**src/rtl/pcg_pkg.sv**
```systemverilog
package pcg_pkg;
  localparam int BANK_W    = 32;
  localparam int NUM_BANKS = 2;
  localparam int BUS_W     = 32;
  // bank b sits at BANK_BASE + b*BANK_STRIDE: on, off, request, status
  localparam int BANK_BASE   = 'h24;
  localparam int BANK_STRIDE = 'h10;
  localparam int OFS_ON  = 0;
  localparam int OFS_OFF = 4;
  localparam int OFS_REQ = 8;
  localparam int OFS_STS = 12;

  function automatic logic [BANK_W-1:0] bank_rsv(input int b);
    return (b == 1) ? 32'h0280_000F : 32'h0000_0000;
  endfunction

  function automatic logic [BANK_W-1:0] bank_rst(input int b);
    return (b == 0) ? 32'h0000_0004 : 32'h0000_0000;
  endfunction
endpackage

```
**src/rtl/pcg_rst_sync.sv**
```systemverilog
module pcg_rst_sync (
  input  logic clk,
  input  logic rst_n,
  output logic rst_sync_n
);
  logic [1:0] stage_q;

  always_ff @(posedge clk or negedge rst_n) begin
    if (!rst_n) stage_q <= 2'b00;
    else        stage_q <= {stage_q[0], 1'b1};
  end

  assign rst_sync_n = stage_q[1];
endmodule

```
**src/rtl/pcg_settle.sv**
```systemverilog
module pcg_settle #(
  parameter int   SETTLE_CYC = 4,
  parameter logic RST_ON     = 1'b0
) (
  input  logic clk,
  input  logic rst_n,
  input  logic req_chg,
  input  logic req_nxt,
  input  logic req_q,
  output logic sts_q
);
  localparam int CNT_W = $clog2(SETTLE_CYC + 1);
  localparam logic [CNT_W-1:0] CNT_LOAD = CNT_W'(SETTLE_CYC);
  localparam logic [CNT_W-1:0] CNT_ONE  = CNT_W'(1);

  logic [CNT_W-1:0] cnt_q, cnt_d;
  logic             sts_d;
  logic             tick_en;

  always_comb begin
    cnt_d = cnt_q;
    sts_d = sts_q;
    if (req_chg) begin
      cnt_d = CNT_LOAD;
      if (SETTLE_CYC == 0) sts_d = req_nxt;
    end else if (cnt_q == CNT_ONE) begin
      cnt_d = '0;
      sts_d = req_q;
    end else if (cnt_q != '0) begin
      cnt_d = cnt_q - CNT_ONE;
    end
  end

  assign tick_en = req_chg || (cnt_q != '0);

  always_ff @(posedge clk or negedge rst_n) begin
    if (!rst_n) begin
      cnt_q <= '0;
      sts_q <= RST_ON;
    end else if (tick_en) begin
      cnt_q <= cnt_d;
      sts_q <= sts_d;
    end
  end
endmodule

```
**src/rtl/pcg_bank.sv**
```systemverilog
module pcg_bank
  import pcg_pkg::*;
#(
  parameter int BANK_IDX   = 0,
  parameter int SETTLE_CYC = 4
) (
  input  logic              clk,
  input  logic              rst_n,
  input  logic [BANK_W-1:0] set_mask,
  input  logic [BANK_W-1:0] clr_mask,
  output logic [BANK_W-1:0] req_q,
  output logic [BANK_W-1:0] sts_q
);
  localparam logic [BANK_W-1:0] RSV = bank_rsv(BANK_IDX);
  localparam logic [BANK_W-1:0] RST = bank_rst(BANK_IDX);

  logic [BANK_W-1:0] req_d;
  logic [BANK_W-1:0] req_chg;
  logic              req_en;

  // clear wins over set when both reach the same bit
  always_comb begin
    req_d   = ((req_q | set_mask) & ~clr_mask) & ~RSV;
    req_chg = req_d ^ req_q;
  end

  assign req_en = |req_chg;

  always_ff @(posedge clk or negedge rst_n) begin
    if (!rst_n)      req_q <= RST;
    else if (req_en) req_q <= req_d;
  end

  for (genvar i = 0; i < BANK_W; i++) begin : g_bit
    pcg_settle #(
      .SETTLE_CYC (SETTLE_CYC),
      .RST_ON     (RST[i])
    ) u_settle (
      .clk     (clk),
      .rst_n   (rst_n),
      .req_chg (req_chg[i]),
      .req_nxt (req_d[i]),
      .req_q   (req_q[i]),
      .sts_q   (sts_q[i])
    );
  end
endmodule

```
**src/rtl/pclk_gate_ctl.sv**
```systemverilog
module pclk_gate_ctl
  import pcg_pkg::*;
#(
  parameter int ADDR_W     = 8,
  parameter int SETTLE_CYC = 4
) (
  input  logic                          clk,
  input  logic                          rst_n,
  input  logic [ADDR_W-1:0]             bus_addr,
  input  logic [BUS_W-1:0]              bus_wdata,
  input  logic                          bus_wr,
  input  logic                          bus_rd,
  output logic [BUS_W-1:0]              bus_rdata,
  output logic [NUM_BANKS*BANK_W-1:0]   clk_en
);
  localparam int TOT_W = NUM_BANKS * BANK_W;

  logic              rst_sync_n;
  logic [TOT_W-1:0]  req_vec;
  logic [TOT_W-1:0]  sts_vec;

  pcg_rst_sync u_rst (
    .clk        (clk),
    .rst_n      (rst_n),
    .rst_sync_n (rst_sync_n)
  );

  for (genvar b = 0; b < NUM_BANKS; b++) begin : g_bank
    localparam logic [ADDR_W-1:0] A_ON  = ADDR_W'(BANK_BASE + b*BANK_STRIDE + OFS_ON);
    localparam logic [ADDR_W-1:0] A_OFF = ADDR_W'(BANK_BASE + b*BANK_STRIDE + OFS_OFF);
    logic [BANK_W-1:0] set_m, clr_m;

    always_comb begin
      set_m = (bus_wr && bus_addr == A_ON)  ? bus_wdata : '0;
      clr_m = (bus_wr && bus_addr == A_OFF) ? bus_wdata : '0;
    end

    pcg_bank #(
      .BANK_IDX   (b),
      .SETTLE_CYC (SETTLE_CYC)
    ) u_bank (
      .clk      (clk),
      .rst_n    (rst_sync_n),
      .set_mask (set_m),
      .clr_mask (clr_m),
      .req_q    (req_vec[b*BANK_W +: BANK_W]),
      .sts_q    (sts_vec[b*BANK_W +: BANK_W])
    );
  end

  always_comb begin
    bus_rdata = '0;
    if (bus_rd) begin
      for (int b = 0; b < NUM_BANKS; b++) begin
        if (bus_addr == ADDR_W'(BANK_BASE + b*BANK_STRIDE + OFS_REQ))
          bus_rdata = req_vec[b*BANK_W +: BANK_W];
        if (bus_addr == ADDR_W'(BANK_BASE + b*BANK_STRIDE + OFS_STS))
          bus_rdata = sts_vec[b*BANK_W +: BANK_W];
      end
    end
  end

  assign clk_en = sts_vec;
endmodule

```
**config.mk**
```make
export PLATFORM = sky130hd
export DESIGN_NAME = pclk_gate_ctl
export DESIGN_NICKNAME = d
export VERILOG_FILES = /design/src/rtl/pcg_pkg.sv /design/src/rtl/pcg_rst_sync.sv /design/src/rtl/pcg_settle.sv /design/src/rtl/pcg_bank.sv /design/src/rtl/pclk_gate_ctl.sv
export SDC_FILE = /design/constraint.sdc
export NUM_CORES = 1
export LEC_CHECK = 0
export ABC_AREA = 1
export BUFFER_PORTS_ARGS = -buffer_cell sky130_fd_sc_hd__clkbuf_2
export CAP_MARGIN = 40
export CORE_AREA = 2 2 262 264
export CTS_BUF_LIST = sky130_fd_sc_hd__clkbuf_4
export DETAILED_ROUTE_END_ITERATION = 10
export DIE_AREA = 0 0 264 266
export PLACE_DENSITY = 0.54
export RECOVER_POWER = 100
export SLEW_MARGIN = 0
export SYNTH_ARGS = -nofsm -noshare
export SYNTH_HDL_FRONTEND = slang
export SYNTH_HIERARCHICAL = 1
export SYNTH_SLANG_ARGS = --single-unit
```
**constraint.sdc**
```tcl
create_clock -name clk -period 9.8 [get_ports clk]
set_clock_uncertainty 0.2 [all_clocks]
set_input_delay 0.49 -clock clk [delete_from_list [all_inputs] [get_ports clk]]
set_output_delay 0.49 -clock clk [all_outputs]
set_load 0.02 [all_outputs]
```
**Word level (Yosys, flattened, before mapping)**

Cells that the tools add are included.

- Bits in registers: 292
- Input port bits: 44
- Output and inout port bits: 96
- Logic and storage cells: 788

- Add/sub/neg operators: 58
- Equal/unequal tests: 66
- Mux-type cells: 183
- Bitwise gates (word level): 66
- Reduce and logical (&&, ||, !) cells: 296

Operator list:

| kind | count |
|---|---|
| two-way mux 3 bit | 174 |
| nonzero test 3 bit | 116 |
| two-way mux 32 bit | 9 |
| == test 3 x 1 -> 1 bit (second input constant) | 58 |
| AND reduction 3 bit | 58 |
| subtractor 3 x 1 -> 3 bit (second input constant) | 58 |
| AND reduction 2 bit | 58 |
| AND 32 bit | 2 |
| NOT 32 bit | 2 |
| bitwise OR 32 bit | 2 |
| OR reduction 32 bit | 2 |
| bitwise XOR 32 bit | 2 |
| logical OR 1 bit | 58 |
| NOT 1 bit | 58 |
| == test 8 x 6 -> 1 bit (second input constant) | 7 |
| == test 8 x 7 -> 1 bit (second input constant) | 1 |
| logical AND 1 bit | 4 |

**Depth between registers and ports, before layout**

Gate-level depths: netlist of run 1.

- Word-level depth: 8
- Mapped depth: 15
- Gate-level depth less buffers: 13

**Hierarchy**

Netlist of run 1, hierarchy kept.

Modules (own cells, without submodules):

| module | times used | cells an instance | area an instance (um^2) | seq. area each (um^2) |
|---|---|---|---|---|
| pcg_settle at g_bank[0].u_bank.g_bit[0].u_settle ... | 62 | 28 | 226.5 | 100.1 |
| pclk_gate_ctl | 1 | 490 | 2210.9 | 0.0 |
| pcg_bank at g_bank[0].u_bank | 1 | 288 | 1803.0 | 802.0 |
| pcg_bank at g_bank[1].u_bank | 1 | 241 | 1512.7 | 650.6 |
| pcg_settle at g_bank[1].u_bank.g_bit[17].u_settle | 1 | 29 | 231.5 | 100.1 |
| pcg_settle at g_bank[0].u_bank.g_bit[2].u_settle | 1 | 28 | 227.7 | 101.3 |
| pcg_rst_sync | 1 | 3 | 53.8 | 50.0 |

**Worst setup path before layout of run 1**

OpenSTA, ideal clock, no wires.

- Path type: in2reg
- Start: in bus_addr[1]
- End: reg g_bank[1].u_bank.g_bit[10].u_settle.sts_q
- Setup time: 0.117 ns
- Arrival: 1.942 ns
- Required time: 9.483 ns
- Setup slack: 7.541 ns
- Stages: 13
- Path buffers: 2
- Cell sequence: nor2_1 > nand3_1 > or2_1 > buf_2 > buf_6 > nor2_1 > inv_1 > nand3_1 > nand2_1 > nor2_1 > nand3_1 > nand2_1 > nand2_1

- Word-level cells in the longest chain between the ends: 8
- Elaborated cells on any way between the ends: 13
- Classes of those cells: eq/ne (2); mux (2); bitwise (5); reduce/logical (4)

RTL lines:

| element | line | RTL |
|---|---|---|
| start: declaration | pclk_gate_ctl.sv:9 | `input logic [ADDR_W-1:0] bus_addr,` |
| == test 8 x 6 -> 1 bit * | pclk_gate_ctl.sv:35 | `clr_m = (bus_wr && bus_addr == A_OFF) ? bus_wdata : '0;` |
| logical AND 1 bit * | pclk_gate_ctl.sv:35 |  |
| two-way mux 32 bit * | pclk_gate_ctl.sv:35 |  |
| net g_bank[1].clr_m[10] | pclk_gate_ctl.sv:31 | `logic [BANK_W-1:0] set_m, clr_m;` |
| NOT 32 bit * | pcg_bank.sv:23 | `req_d = ((req_q \| set_mask) & ~clr_mask) & ~RSV;` |
| AND 32 bit * | pcg_bank.sv:23 |  |
| bitwise XOR 32 bit * | pcg_bank.sv:24 | `req_chg = req_d ^ req_q;` |
| net g_bank[1].u_bank.req_chg[10] | pcg_bank.sv:18 | `logic [BANK_W-1:0] req_chg;` |
| logical OR 1 bit / NOT 1 bit (equally long branches) | n/a |  |
| AND reduction 3 bit (no source line) * | n/a |  |
| end signal: assignment | pcg_settle.sv:42 | `sts_q <= sts_d;` |
| end: declaration | pcg_settle.sv:10 | `output logic sts_q` |

The timed path passes the listed nets; every way through them passes the cells marked *.
A chain may end at the register's enable or synchronous reset.

==> flow_summary.toml, run 1 <==
[clock_network]
cts_tree = "built"
ctsHtreeMaxLevel = 3
clkTransAtPathRegs_ps = 70
post_cts_resized = 0
ctsRootBufferMaster = "clkbuf_4"
cts_buffers = 97
clock_path_buffers = 3
clk_latency_ps = 860
cts.sinks = 316

[floorplan]
core_um2 = 67700
num_io_pins = 140
initial_core_util_pct = 29.3
fp-row-count = 96
die_area_um2 = 70200
die_w_um = 264
die_h_um = 266

[pwr]
p_total_mw = 6.07
power_density_nw_per_um2 = 264
leakagePower_nw = 12.1
peakVddDrop_mv = 0.120

[timing]
post-route-period-util_pct = 52.2
setup_viol = 0
drv_slew = 192
tns_ps = 0
hold_violations = 0
period_minus_slack_ps = 5120
rsz0062_at_grt = "no"
max_freq_ghz = 0.195
relSlewSlack_pct = -131
tightest_slew_ps = 3470

[synthesis]
synthCells = 2745
synth-warning-count = 6
syn_area_um2 = 19800
syn_area_per_cell_um2 = 7.22

[placement]
hpwl_mm = 34.4
place_congestion = 0.760
io_buffers = 139

[worst_hold_path]
hold_path.class = "register to register"

[final_layout]
nNetsFinal = 3247
fillers = 7423
layout-drive-gt1-share_pct = 7.07
final_cell_mix = "nand2_1 (635), inv_1 (474), nor2_1 (429)"
multi_input_area_um2 = 9860
syn_to_final_growth_pct = 16.2
seqCellArea_um2 = 7910
final_common_cell = "nand2_1"

[critical_path]
crit_type = "register to asynchronous set/reset pin"
cp.arrival_ps = 5890
cp.required_ps = 10580
critPathLaunchType = "register"
worst-path-max-fanout = 54
critPathCaptureType = "asynchronous set/reset pin"

[detailed_routing]
dr.pass1.iters = 5
postRouteAntennaNets = 0
vias = 17300
vias_per_cell = 4.36
wl_per_cell_um = 12.2
routed_wl_mm = 48.6
drtIter0Drc = 903
drc = 0

[grt]
grt_usage_pct = 14.1
gr-total-overflow = 0
grt_max_degree = 156
grt_pass1_wl_mm = 79.9
grt_pass1_vias = 16100
antenna_found_initial = 8

[outcome]
status = "finished, violations left"
violations = "capacitance limit, slew limit"

[flow_run]
cap_violations = 5
routing by layer:
| layer | up-vias | part of all wire, % | GRT usage [%] |
|---|---|---|---|
| met5 | - | 0.093 | 0 |
| met3 | 93 | 6.3 | 3.96 |
| met4 | 8 | 2.3 | 5.08 |
| li1 | 9238 | - | - |
| met1 | 7721 | 49 | 19.0 |
| met2 | 267 | 43 | 21.5 |
metrics by stage:
| stage | worst slack (ps) | cell area, µm² | util [%] | hold WS (ps) | instances |
|---|---|---|---|---|---|
| 6_report | 4680 | 23000 | 34.0 | 167 | 3976 |
| 5_1_grt | 3610 | 23000 | 34.0 | 168 | 3974 |
| 4_1_cts | 6520 | 23200 | 34.2 | 131 | 3967 |
| 3_5_place_dp | 6530 | 21600 | 31.9 | 76.5 | 3760 |
| 3_3_place_gp | 6500 | 21500 | 31.7 | 77.0 | 3755 |
| 2_1_floorplan | 145 | 19900 | - | -5.59 | 2774 |
power breakdown:
group	total, mW	internal [mW]	switching [mW]
clock network	1.34	0.713	0.627
logic	2.59	0.986	1.61
registers	2.14	1.83	0.310
total	6.07	3.52	2.55
sequential cells by signal, indices dropped and copies added, names as in the netlist:
name / cells
g_bank.u_bank/g_bit.u_settle/cnt_q: 192
g_bank.u_bank/g_bit.u_settle/sts_q: 64
g_bank.u_bank/req_q: 58
u_rst/stage_q: 2
cell type report:
type	count	area share [%]
flip-flops and latches	316	34.4
multi-input cells	1932	42.8
well taps	882	4.79
inverters	476	7.76
repair buffers	188	4.72
diodes	9	0.0978
clock inverters	31	0.783
clock buffers	142	4.63
worst max-delay path, stage by stage (launching register included):
cell and delay (ps):
dfrtp_1 1430, clkbuf_1 2260, clkbuf_1 970, buf_16 350
final timing paths:
kind | start | end | slack, ps | cells past startpoint
max | u_rst/stage_q[1] | g_bank[0].u_bank/g_bit[26].u_settle/cnt_q[0] | 4680 | 3
min | u_rst/stage_q[0] | u_rst/stage_q[1] | 170 | 0
max reg2reg | u_rst/stage_q[1] | g_bank[0].u_bank/g_bit[26].u_settle/cnt_q[0] | 4680 | 3
min reg2reg | u_rst/stage_q[0] | u_rst/stage_q[1] | 170 | 0
max in group clk | bus_addr[6] | bus_rdata[6] | 4800 | 10
min in group asynchronous | rst_n | u_rst/stage_q[0] | 310 | 3
what timing repair did:
item	CTS	global route
hold buffers	34	0
endpoints found under the hold margin	71	0
setup buffers	0	0
(Power assumes the default switching activity.)
==> run 2: changes to the inputs <==
--- a/config.mk
+++ b/config.mk
@@ -12,7 +12,7 @@
 export CTS_BUF_LIST = sky130_fd_sc_hd__clkbuf_4
 export DETAILED_ROUTE_END_ITERATION = 10
 export DIE_AREA = 0 0 264 266
-export PLACE_DENSITY = 0.54
+export PLACE_DENSITY = 0.52
 export RECOVER_POWER = 100
 export SLEW_MARGIN = 0
 export SYNTH_ARGS = -nofsm -noshare
==> constraint.sdc (replaced) <==
create_clock -name clk -period 4.9 [get_ports clk]
set_clock_uncertainty 0.2 [all_clocks]
set_input_delay 0.245 -clock clk [delete_from_list [all_inputs] [get_ports clk]]
set_output_delay 0.245 -clock clk [all_outputs]
set_load 0.02 [all_outputs]
==> flow_summary.toml, run 2 (synthesized netlist as in run 1, its figures left out) <==
[clock_network]
clock_path_buffers = 3
ctsRootBufferMaster = "clkbuf_4"
post-cts-setup-buffers = 0
cts_buffers = 96
cts_tree = "built"
cts.sinks = 316
clk_latency_ps = 840
ctsHtreeMaxLevel = 3
clkTransAtPathRegs_ps = 60
post_cts_resized = 0

[flow_run]
cap_violations = 1

[final_layout]
top_regs = "g_bank.u_bank/g_bit.u_settle/cnt_q x192, g_bank.u_bank/g_bit.u_settle/sts_q x64, g_bank.u_bank/req_q x58"
nNetsFinal = 3268
fillers = 7233
syn_to_final_growth_pct = 17.3
largest_reg_flops = 192
largest-register = "g_bank.u_bank/g_bit.u_settle/cnt_q"
layout-drive-gt1-share_pct = 7.28
stdcell_area_um2 = 23300
final_cell_mix = "nand2_1 (634), inv_1 (474), nor2_1 (429)"
final_common_cell = "nand2_1"

[floorplan]
fp-row-count = 96
core_um2 = 67700
die_area_um2 = 70200
num_io_pins = 140
die_w_um = 264
initial_core_util_pct = 29.3
die_h_um = 266

[timing]
tns_ps = 0
hold_violations = 0
setup_viol = 0
max_freq_ghz = 0.256
drv_slew = 46
rsz0062_at_grt = "no"
period_minus_slack_ps = 3900
post-route-period-util_pct = 79.7
relSlewSlack_pct = -107
tightest_slew_ps = 3110

[pwr]
power_density_nw_per_um2 = 520
leakagePower_nw = 12.2
p_total_mw = 12.1
peakVddDrop_mv = 0.138

[critical_path]
cpMaxStageDelayCell = "clkbuf_1"
critPathLaunchType = "input pin"
rr_worst_depth = 1
crit_top_cell = "clkbuf_1"
r2r_slack_ps = 1500
critPathCaptureType = "output pin"
cp.required_ps = 4450
r2r_start = "u_rst/stage_q[1]"
r2r-end = "g_bank[1].u_bank/g_bit[13].u_settle/cnt_q[1]"
cpPeakStageDelay_ps = 900
cp.arrival_ps = 3460
cp_cell_sequence = "dlygate4sd3_1, clkbuf_1, inv_1, nand2_1, nor2_4, clkbuf_1, nand3_1, nand2_1, nor2_1, nor2_1, clkbuf_1"
crit_type = "input pin to output pin"
worst-path-max-fanout = 18

[grt]
grt_pass1_vias = 16300
antenna_found_initial = 5
gr-total-overflow = 0
grt_usage_pct = 14.3
grt_max_degree = 105
grt_pass1_wl_mm = 81.2

[detailed_routing]
vias_per_cell = 4.35
vias = 17400
wl_per_cell_um = 12.4
dr.pass1.iters = 5
postRouteAntennaNets = 0
drc = 0
routed_wl_mm = 49.6
drtIter0Drc = 917

[worst_hold_path]
min_path_cells = 6
min_to = "g_bank[1].u_bank/req_q[17]"
min_from = "bus_addr[0]"
hold_path.class = "input pin to register"

[placement]
io_buffers = 139
place_congestion = 0.781
hpwl_mm = 34.2
postPlaceCellArea_um2 = 21700

[outcome]
status = "finished, violations left"
violations = "capacitance limit, slew limit"
run 2: cell count changes in the layout (fill, tap and decap cells not counted), sizes merged:
cell and delta:
clkinvlp -1, clkbuf -1, dlygate4sd3 +18, clkinv -1, buf +7, bufinv -1, diode -6
run 2: how the worst max path moves through the flow:
| stage | slack (ps) | start | end |
|---|---|---|---|
| 2_1_floorplan | 1560 | u_rst/stage_q[1] | g_bank[0].u_bank/g_bit[0].u_settle/cnt_q[0] |
| 4_1_cts | 1590 | bus_addr[2] | bus_rdata[7] |
| 3_3_place_gp | 1920 | bus_addr[1] | bus_rdata[10] |
| 6_report | 1000 | bus_addr[2] | bus_rdata[7] |
| 5_1_grt | 790 | bus_addr[2] | bus_rdata[1] |
| 3_5_place_dp | 1930 | bus_addr[1] | g_bank[0].u_bank/g_bit[30].u_settle/sts_q |
run 2: area by class of cell:
type / count / area (µm²) / area share (%)
tap: 882 / 1100 / 4.75
clock buffer: 144 / 1080 / 4.65
clock inverter: 28 / 133 / 0.570
sequential: 316 / 7910 / 34.0
antenna: 3 / 7.51 / 0.0323
timing repair buffer: 210 / 1360 / 5.86
multi-input combinational: 1932 / 9870 / 42.4
inverter: 476 / 1790 / 7.68
run 2: report_power, final:
group	internal (mW)	leakage [nW]	total (mW)	switching, mW
Clock	1.38	0.724	2.61	1.23
Sequential	3.65	4.01	4.25	0.604
Combinational	1.98	7.51	5.22	3.24
Total	7.02	12.2	12.1	5.07
run 2: repair_timing:
action,CTS,global route
endpoints found under the setup margin,0,0
hold buffers,52,0
endpoints found under the hold margin,300,0
run 2: routing by layer:
metal	part of all wire (%)	routed length, µm	GRT usage, %
met5	0.077	38	0
met4	2.2	1090	5.04
met3	4.5	2260	3.33
met2	43	21500	22.6
met1	50	24700	19.2
run 2: critical path: cells and delay by family:
family | cells | cell delay [ps]
buffers and inverters | 5 | 2030
and+or+nand+nor | 6 | 1140
run 2: through the flow:
step	setup WS (ps)	utilization (%)	std cells	hold slack [ps]
2_1_floorplan	1560	-	2774	-251
3_3_place_gp	1920	31.7	3757	-168
3_5_place_dp	1930	32.0	3764	-163
4_1_cts	1590	34.5	3988	38.4
5_1_grt	793	34.3	3990	88.3
6_report	997	34.3	3991	120
==> run 3: changes to the inputs <==
--- a/config.mk
+++ b/config.mk
@@ -12,7 +12,7 @@
 export CTS_BUF_LIST = sky130_fd_sc_hd__clkbuf_4
 export DETAILED_ROUTE_END_ITERATION = 10
 export DIE_AREA = 0 0 264 266
-export PLACE_DENSITY = 0.52
+export PLACE_DENSITY = 0.54
 export RECOVER_POWER = 100
 export SLEW_MARGIN = 0
 export SYNTH_ARGS = -nofsm -noshare
==> constraint.sdc (replaced) <==
create_clock -name clk -period 3.26 [get_ports clk]
set_clock_uncertainty 0.2 [all_clocks]
set_input_delay 0.163 -clock clk [delete_from_list [all_inputs] [get_ports clk]]
set_output_delay 0.163 -clock clk [all_outputs]
set_load 0.02 [all_outputs]
==> flow_summary.toml, run 3 (synthesized netlist as in run 1, its figures left out) <==
[outcome]
status = "finished, violations left"
violations = "capacitance limit, slew limit"

[placement]
hpwl_mm = 33.1
placedCellCount = 3767
io_buffers = 139
postPlaceCellArea_um2 = 21700
place_congestion = 0.782

[clock_network]
cts_tree = "built"
clk_latency_ps = 830
clkTransAtPathRegs_ps = 60
post-cts-setup-buffers = 0
ctsHtreeMaxLevel = 3
cts_buffers = 100
ctsRootBufferMaster = "clkbuf_4"
clock_path_buffers = 3
cts.sinks = 316

[floorplan]
core_um2 = 67700
fp-row-count = 96
die_area_um2 = 70200
die_h_um = 266
num_io_pins = 140
die_w_um = 264
initial_core_util_pct = 29.3

[final_layout]
largest-register = "g_bank.u_bank/g_bit.u_settle/cnt_q"
nNetsFinal = 3289
final_common_cell = "nand2_1"
layout-drive-gt1-share_pct = 7.31
final_cell_mix = "nand2_1 (635), inv_1 (474), nor2_1 (429)"
syn_to_final_growth_pct = 18.3
largest_reg_flops = 192
layout.cells.non_filler = 4003
top_regs = "g_bank.u_bank/g_bit.u_settle/cnt_q x192, g_bank.u_bank/g_bit.u_settle/sts_q x64, g_bank.u_bank/req_q x58"
stdcell_area_um2 = 23400

[grt]
grt_usage_pct = 14.1
antenna_found_initial = 2
grt_pass1_wl_mm = 80.2
gr-total-overflow = 0
grt_pass1_vias = 16300
grt_max_degree = 86

[detailed_routing]
dr_wl_met2_mm = 21.5
drc = 0
routed.top_layer = "met5"
wl_met1_mm = 23.5
vias = 17400
wl_met3_mm = 2.21
dr.pass1.iters = 5
vias_per_cell = 4.35
postRouteAntennaNets = 0
drtIter0Drc = 862
routed_wl_mm = 48.3
wl_per_cell_um = 12.1

[timing]
hold_violations = 0
relSlewSlack_pct = -15.2
period_minus_slack_ps = 3170
max_freq_ghz = 0.316
tns_ps = 0
rsz0062_at_grt = "no"
tightest_slew_ps = 1730
setup_viol = 0
post-route-period-util_pct = 97.2
fin_hold_ws_ps = 109
drv_slew = 50

[flow_run]
cap_violations = 2

[worst_hold_path]
hold_path.class = "input pin to register"
min_from = "bus_addr[7]"

[critical_path]
critPathLaunchType = "input pin"
crit_type = "input pin to register"
startpoint = "bus_addr[3]"
worst-path-max-fanout = 10
r2r_slack_ps = 510
cp.required_ps = 3820
r2r-end = "g_bank[0].u_bank/req_q[14]"
r2r_start = "u_rst/stage_q[1]"
cp.arrival_ps = 3730
critPathCaptureType = "register"
crit_end = "g_bank[1].u_bank/req_q[5]"
rr_worst_depth = 2

[pwr]
leakagePower_nw = 12.3
power_density_nw_per_um2 = 783
p_total_mw = 18.4
peakVddDrop_mv = 0.254
-- run 3: changes by cell type in the layout (fill, tap and decap cells not counted), moves of 2 or more --
cell	change
dlygate4sd3_1	+14
clkinv_1	-8
clkbuf_4	+4
buf_12	-2
clkbuf_1	+5
clkbuf_2	-3
bufinv_16	+2
diode_2	-2
-- run 3: cell type report --
type	instances	area, µm²
diodes	1	2.50
clock inverters	23	168
repair buffers	227	1510
fillers	7315	44300
flip-flops and latches	316	7910
well taps	882	1100
multi-input cells	1932	9860
clock buffers	146	1100
inverters	476	1790
-- run 3: layer usage --
layer / vias to the layer above / track usage, %
li1: 9314 / -
met1: 7759 / 18.5
met2: 263 / 22.6
met3: 80 / 2.90
met4: 2 / 5.51
met5: - / 0
-- run 3: critical path: stages --
cell and delay (ps):
dlygate4sd3_1 540, clkbuf_1 130, inv_1 80, nand3_1 100, dlygate4sd3_1 600, or2_2 490, dlygate4sd3_1 760, nor2_1 170
nor2_1 60, nor2_1 80, dlygate4sd3_1 540
-- run 3: worst min-delay path by stage --
stage,depth (start not counted),end,slack (ps)
after floorplan,0,u_rst/stage_q[0],-330
after global placement,1,u_rst/stage_q[0],-250
after detailed placement,1,u_rst/stage_q[0],-250
after CTS,5,g_bank[1].u_bank/req_q[10],0.2
after global routing,9,g_bank[1].u_bank/req_q[27],90
final,8,g_bank[1].u_bank/req_q[30],110
-- run 3: what timing repair did --
action / 4_1_cts / 5_1_grt
gates resized for setup: 0 / 0
endpoints found under the setup margin: 0 / 6
endpoints found under the hold margin: 292 / 0
hold buffers: 67 / 0
-- run 3: power breakdown --
part | internal, mW | total [mW] | leakage, nW | switching [mW]
Sequential | 5.49 | 6.37 | 4.01 | 0.879
Combinational | 2.98 | 7.88 | 7.56 | 4.89
Clock | 2.26 | 4.11 | 0.753 | 1.85
Total | 10.7 | 18.4 | 12.3 | 7.62
-- run 3: stage by stage --
step / util (%) / setup WS, ps
3_5_place_dp: 32.0 / 564
5_1_grt: 34.6 / 69.8
2_1_floorplan: - / -75.6
4_1_cts: 34.9 / 196
3_3_place_gp: 31.9 / 567
6_report: 34.6 / 92.3
